## config.mk

```make
export PLATFORM = sky130hd
export DESIGN_NAME = branch_eval
export DESIGN_NICKNAME = d
export VERILOG_FILES = /design/src/rtl/branch_eval.sv
export SDC_FILE = /design/constraint.sdc
export NUM_CORES = 1
export LEC_CHECK = 0
export BUFFER_PORTS_ARGS = -buffer_cell sky130_fd_sc_hd__buf_4
export CAP_MARGIN = 0
export CORE_AREA = 2 2 105 107
export CTS_CLUSTER_SIZE = 28
export DETAILED_ROUTE_END_ITERATION = 6
export DIE_AREA = 0 0 107 109
export PLACE_DENSITY = 0.74
export SYNTH_ARGS = -nofsm -noshare
export SYNTH_HDL_FRONTEND = slang
export SYNTH_SLANG_ARGS = --single-unit
```

## constraint.sdc

```tcl
create_clock -name clk -period 1.73 [get_ports clk]
set_input_delay 0.173 -clock clk [delete_from_list [all_inputs] [get_ports clk]]
set_output_delay 0.173 -clock clk [all_outputs]
set_load 0.005 [all_outputs]
```

## src/rtl/branch_eval.sv

```systemverilog
module branch_eval #(
  parameter int WIDTH = 64
) (
  input  logic             clk,
  input  logic             rst_n,
  input  logic [WIDTH-1:0] op_a,
  input  logic [WIDTH-1:0] op_b,
  input  logic             is_sub,
  input  logic [WIDTH-1:0] result,
  input  logic             set_flags,
  input  logic [3:0]       cond,
  input  logic [1:0]       br_kind,
  input  logic [WIDTH-1:0] reg_val,
  output logic             taken,
  output logic [3:0]       flags_q
);
  localparam int MSB = WIDTH - 1;

  logic [WIDTH:0] sum_ext;
  logic           a_s, b_s, r_s;
  logic           n_new, z_new, c_new, v_new;
  logic           n, z, c, v;
  logic           base, cond_ok;

  assign sum_ext = {1'b0, op_a} + {1'b0, is_sub ? ~op_b : op_b} + {{WIDTH{1'b0}}, is_sub};
  assign a_s = op_a[MSB];
  assign b_s = op_b[MSB];
  assign r_s = result[MSB];

  assign n_new = r_s;
  assign z_new = (result == '0);
  assign c_new = sum_ext[WIDTH];
  assign v_new = is_sub ? ((a_s != b_s) && (r_s != a_s))
                        : ((a_s == b_s) && (r_s != a_s));

  always_ff @(posedge clk or negedge rst_n) begin
    if (!rst_n)         flags_q <= 4'b0000;
    else if (set_flags) flags_q <= {n_new, z_new, c_new, v_new};
  end

  assign {n, z, c, v} = flags_q;

  always_comb begin
    case (cond[3:1])
      3'd0:    base = z;
      3'd1:    base = c;
      3'd2:    base = n;
      3'd3:    base = v;
      3'd4:    base = c && !z;
      3'd5:    base = (n == v);
      3'd6:    base = !z && (n == v);
      default: base = 1'b1;
    endcase
    cond_ok = (cond[3:1] == 3'd7) ? 1'b1 : (base ^ cond[0]);
  end

  always_comb begin
    case (br_kind)
      2'd0:    taken = cond_ok;
      2'd1:    taken = (reg_val == '0);
      2'd2:    taken = (reg_val != '0);
      default: taken = 1'b1;
    endcase
  end
endmodule

```

### Yosys cells after proc, flatten, opt, wreduce, memory -nomap -nowiden

Index checks and enable logic that the tools add are counted.

| storage, ports and cells | value |
|---|---|
| flip-flop bits (word level) | 4 |
| latch bits | 0 |
| bits in writable memories | 0 |
| ROM bits | 0 |
| input bits | 266 |
| output and inout port bits | 5 |
| memories kept | 0 |

| operators by class | value |
|---|---|
| $add $sub $neg | 2 |
| multipliers | 0 |
| divide/modulo/power cells | 0 |
| $lt $le $gt $ge | 0 |
| equal/unequal tests | 13 |
| shift-type cells | 0 |
| multiplexer cells | 5 |
| bitwise operators | 2 |
| reductions and logical operators | 10 |

Operator list:

| kind | count |
|---|---|
| zero test 64 bit | 2 |
| adder 64 x 64 -> 65 bit | 1 |
| adder 65 x 1 -> 65 bit | 1 |
| two-way mux 64 bit | 1 |
| NOT 64 bit | 1 |
| nonzero test 64 bit | 1 |
| == test 3 bit, second input constant | 4 |
| one-hot mux 1 bit (7 select lines) | 1 |
| == test 3 x 2 -> 1 bit, second input constant | 2 |
| logical AND 1 bit | 4 |
| == test 3 x 1 -> 1 bit, second input constant | 1 |
| zero test 3 bit | 1 |
| one-hot mux 1 bit (3 select lines) | 1 |
| == test 1 bit | 2 |
| == test 2 x 1 -> 1 bit, second input constant | 1 |
| == test 2 bit, second input constant | 1 |
| zero test 2 bit | 1 |
| two-way mux 1 bit | 2 |
| inequality test 1 bit | 2 |
| zero test 1 bit | 1 |
| bitwise XOR 1 bit | 1 |

### Longest topological paths before layout

| depth | value |
|---|---|
| depth after elaboration | 6 |
| mapped depth | 10 |
| depth with buffers taken out | 8 |

### Worst setup path after synthesis

No wires, ideal clock.

| path | value |
|---|---|
| path type | input to register |
| start | input port is_sub |
| end | register flags_q[1] |
| setup time | 0.090 ns |
| arrival time | 2.506 ns |
| data required time | 1.640 ns |
| path slack | -0.867 ns |
| cell stages on the path | 10 |
| path buffers | 2 |
| cells stage by stage | clkbuf_1 -> buf_1 -> xor2_1 -> ha_1 -> nand4_1 -> nor4_1 -> a221oi_1 -> a2111oi_0 -> o41ai_1 -> o221ai_1 |

| between the ends | value |
|---|---|
| cells in the longest elaborated chain, start to end | 3 |

Ends and longest elaborated chain:

| item | line | source |
|---|---|---|
| from (decl) | 8 | `input logic is_sub,` |
| two-way mux 64 bit | 25 | `assign sum_ext = {1'b0, op_a} + {1'b0, is_sub ? ~op_b : op_b} + {{WIDTH{1'b0}}, is_sub};` |
| adder 64 x 64 -> 65 bit | 25 |  |
| adder 65 x 1 -> 65 bit (*) | 25 |  |
| to (signal assigned) | 38 | `else if (set_flags) flags_q <= {n_new, z_new, c_new, v_new};` |
| to (decl) | 15 | `output logic [3:0] flags_q` |

Mark *: on every way between the ends. The rest lies on a longest branch, timed or not.
A chain may end at the register's enable or synchronous reset.

### Worst setup path after layout

| path | value |
|---|---|
| start | register flags_q[0] |
| end | output port taken |

| between the ends | value |
|---|---|
| cells in the longest elaborated chain, start to end | 6 |

Ends and longest elaborated chain:

| item | line | source |
|---|---|---|
| == test 1 bit | 50, 51 |  |
| logical AND 1 bit | 51 | `3'd6: base = !z && (n == v);` |
| one-hot mux 1 bit (7 select lines) (*) | 44 | `case (cond[3:1])` |
| bitwise XOR 1 bit (*) | 54 | `cond_ok = (cond[3:1] == 3'd7) ? 1'b1 : (base ^ cond[0]);` |
| two-way mux 1 bit (*) | 54 |  |
| one-hot mux 1 bit (3 select lines) (*) | 58 | `case (br_kind)` |
| to (decl) | 14 | `output logic taken,` |

Marks and branches as above.

==> qor.csv <==
metric,value,unit
run_status,"complete, but fails checks",
violations,setup timing,
cp.required,1560,ps
placed_cells,738,
place_hpwl,10550,um
syn_inst,310,
nNetsFinal,937,
cts_tree,built,
p_sw,0.0005736,W
worstSkewPairLatency,210,ps
wl_per_cell,15.57,um
worstMarginPinSlew,413.2,ps
top_regs,flags_q (4),
cp_max_fo,2,
synth.net_count,639,
met3_usage,5.977,%
placed_area,0.004942,mm2
dr.pass1.iters,6,
gp_congestion,0.9530,
synth_commonest_cells,"ha_1 (63), xor2_1 (63), nor4_1 (36), a21oi_1 (23), nand4_1 (22)",
ys_ff_latch,4,
core,0.01060,mm2
cp-end-kind,output pin,
finalHoldViolCount,0,
clkTransAtPathRegs,30,ps
grt.met2_usage,37.40,%
clock_sinks,4,
cp.arrival,1940,ps
period_share,121.9,%
clock_skew,0,ps
yosysTopAreaCellShare,30.94,%
seqCellArea,100.1,um2
cap_violations,0,
cts_buffers,3,
avgSynthCellArea,8.218,um2
grt_pass1_wl,17600,um
power_density,313.9,mW/mm2
fin_util,48.34,%
syn_area,0.002547,mm2
io_pins,271,
cts_root_buf,clkbuf_8,
maxSlewHeadroom,72.20,%
fmax,474.1,MHz
top_register,flags_q,
drc,0,
max_stage_delay,390,ps
ys.flop_type,dfrtp_1,
largest_register_ffs,4,
netlist_top_cells_area,"ha_1 (31%), xor2_1 (22%), nor4_1 (8.8%)",
hold_class,in2reg,
vias,3637,
r2r_start,flags_q[1]$_DFFE_PN0P_,
drtIter0Drc,105,
grt_setup_unrepaired,yes,
rows,38,
critical_path_class,reg2out,
grt-ovfl-total,0,
crit_chain,xnor2_2 > mux2i_1 > a2111oi_2 > o21ai_1 > o21a_1 > o41ai_2 > buf_4,
viasPerCell,4.875,
start_kind,flop,
cts.path.max_buffers,2,
sw_frac_of_total,35.65,%
worst_slack,-379.3,ps
layout_min_cycle_time,2109,ps
numPortBuffers,270,
die_area,0.01166,mm2
layout-drive-gt1-share,53.14,%
areaGrowthSynthToFinish,101.2,%
htree_levels,1,
cp_slowest_cell,dfrtp_1,
yosys.area.top_type,ha_1,
synth_edf_count,0,
irDropWorstVdd,0.1796,mV
die_w,107,um
globalRouteMet1Util,19.54,%
internal_power,0.001035,W
final_cell_area,0.005125,mm2
ys_warn_count,0,
async_flop_share,100.0,%
seqPwrFrac,7.1,%
finalMaxSlewViolations,0,
multi_input_area,0.002471,mm2
grt_max_degree,19,
antenna_left,0,
total_power,0.001609,W
grt.busiest_layer,met2,
power.share.combinational,81.3,%
critical-path-top-delay-family,compound AO/OA/AOI/OAI gates,
preCtsSetupSlack,-850.8,ps
n_antenna_cell,0,
gr-usage-all-layers,19.18,%
start_util,24.03,%
n_fill_cell,1012,
p_leak,2.654,nW
seq_area_frac_synth,3.929,%
worstHoldStart,set_flags,
die_h,109,um
finalNonFillerCells,746,
path_buf_inv,1,
antenna_found_initial,0,
clock_power_share,11.6,%
setup.worst_path.start,flags_q[0]$_DFFE_PN0P_,
ys_types,42,
drt-total-wl,11610,um
first_global_vias,3872,
setup-violations-final,2,
## cell usage in the layout, fill, tap and decap left out, drive strengths merged, types with 2 or more instances in the layout
cell type	n
mux2	2
a221oi	3
a21oi	23
a2111oi	2
nand3	5
nand2b	2
mux2i	3
clkbuf	3
or2	2
o21ai	11
ha	63
dfrtp	4
nand2	10
xor2	63
nor2b	3
nand4	22
nor3	4
buf	299
nor4	36
inv	5
nor2	6
a21o	13
a211oi	3
nand3b	2
o41ai	2
## final timing paths
kind	to	cells after the start	slack [ps]
max in group asynchronous	flags_q[1]$_DFFE_PN0P_	2	1310
min in group asynchronous	flags_q[2]$_DFFE_PN0P_	2	320
worst max-delay path	taken	7	-380
worst min-delay path	flags_q[2]$_DFFE_PN0P_	2	230
worst max register to register	flags_q[1]$_DFFE_PN0P_	6	160
worst min register to register	flags_q[2]$_DFFE_PN0P_	2	600
## metrics by stage
| stage | hold slack, ps | setup TNS [ps] |
|---|---|---|
| 2_1_floorplan | -122.6 | -350.9 |
| 3_3_place_gp | -22.52 | -973.2 |
| 3_5_place_dp | -26.17 | -1094 |
| 4_1_cts | 246.9 | -811.9 |
| 5_1_grt | 244.9 | -1037 |
| 6_report | 233.1 | -757.3 |
## per-layer routing
layer	part of all wire, %	wire length [um]	vias up
li1	-	-	1807
met1	35	4119	1650
met2	53	6199	164
met5	0	0	-
met4	2.1	245	0
met3	9.0	1047	16
## cells by family (layout without fill, tap and decap cells)
kind of cell / after synthesis / after routing / share of synthesized area [%]
simple gates: 95 / 95 / 21.61
xor+xnor: 64 / 64 / 22.30
flops: 4 / 4 / 3.929
mux: 5 / 5 / 2.063
buf+inv: 13 / 309 / 2.062
compound gates: 66 / 66 / 17.09
fa+ha+maj: 63 / 63 / 30.94
## cell type report
class | instances | share of cell area [%]
clock buffers | 3 | 0.8057
inverters | 5 | 0.3662
multi-input cells | 293 | 48.22
flip-flops and latches | 4 | 1.953
well taps | 140 | 3.418
repair buffers | 301 | 45.24
## power groups by stage
stage | Clock, W | Combinational (W) | Sequential, W
floorplan | 0 | 0.000550 | 0.000117
global placement | 0 | 0.00121 | 0.000115
detailed placement | 0 | 0.00126 | 0.000115
CTS | 0.000191 | 0.00132 | 0.000114
global route | 0.000199 | 0.00145 | 0.000115
finish | 0.000187 | 0.00131 | 0.000114
## what timing repair did
action / in CTS / in global routing
hold buffers: 1 / 0
endpoints found under the hold margin: 4 / 0
endpoints found under the setup margin: 2 / 2
cloned: 1 / 0
pin swaps: 9 / 0
gates resized for setup: 15 / 0
setup buffers: 3 / 0
Power figures use the tool's default switching activity.
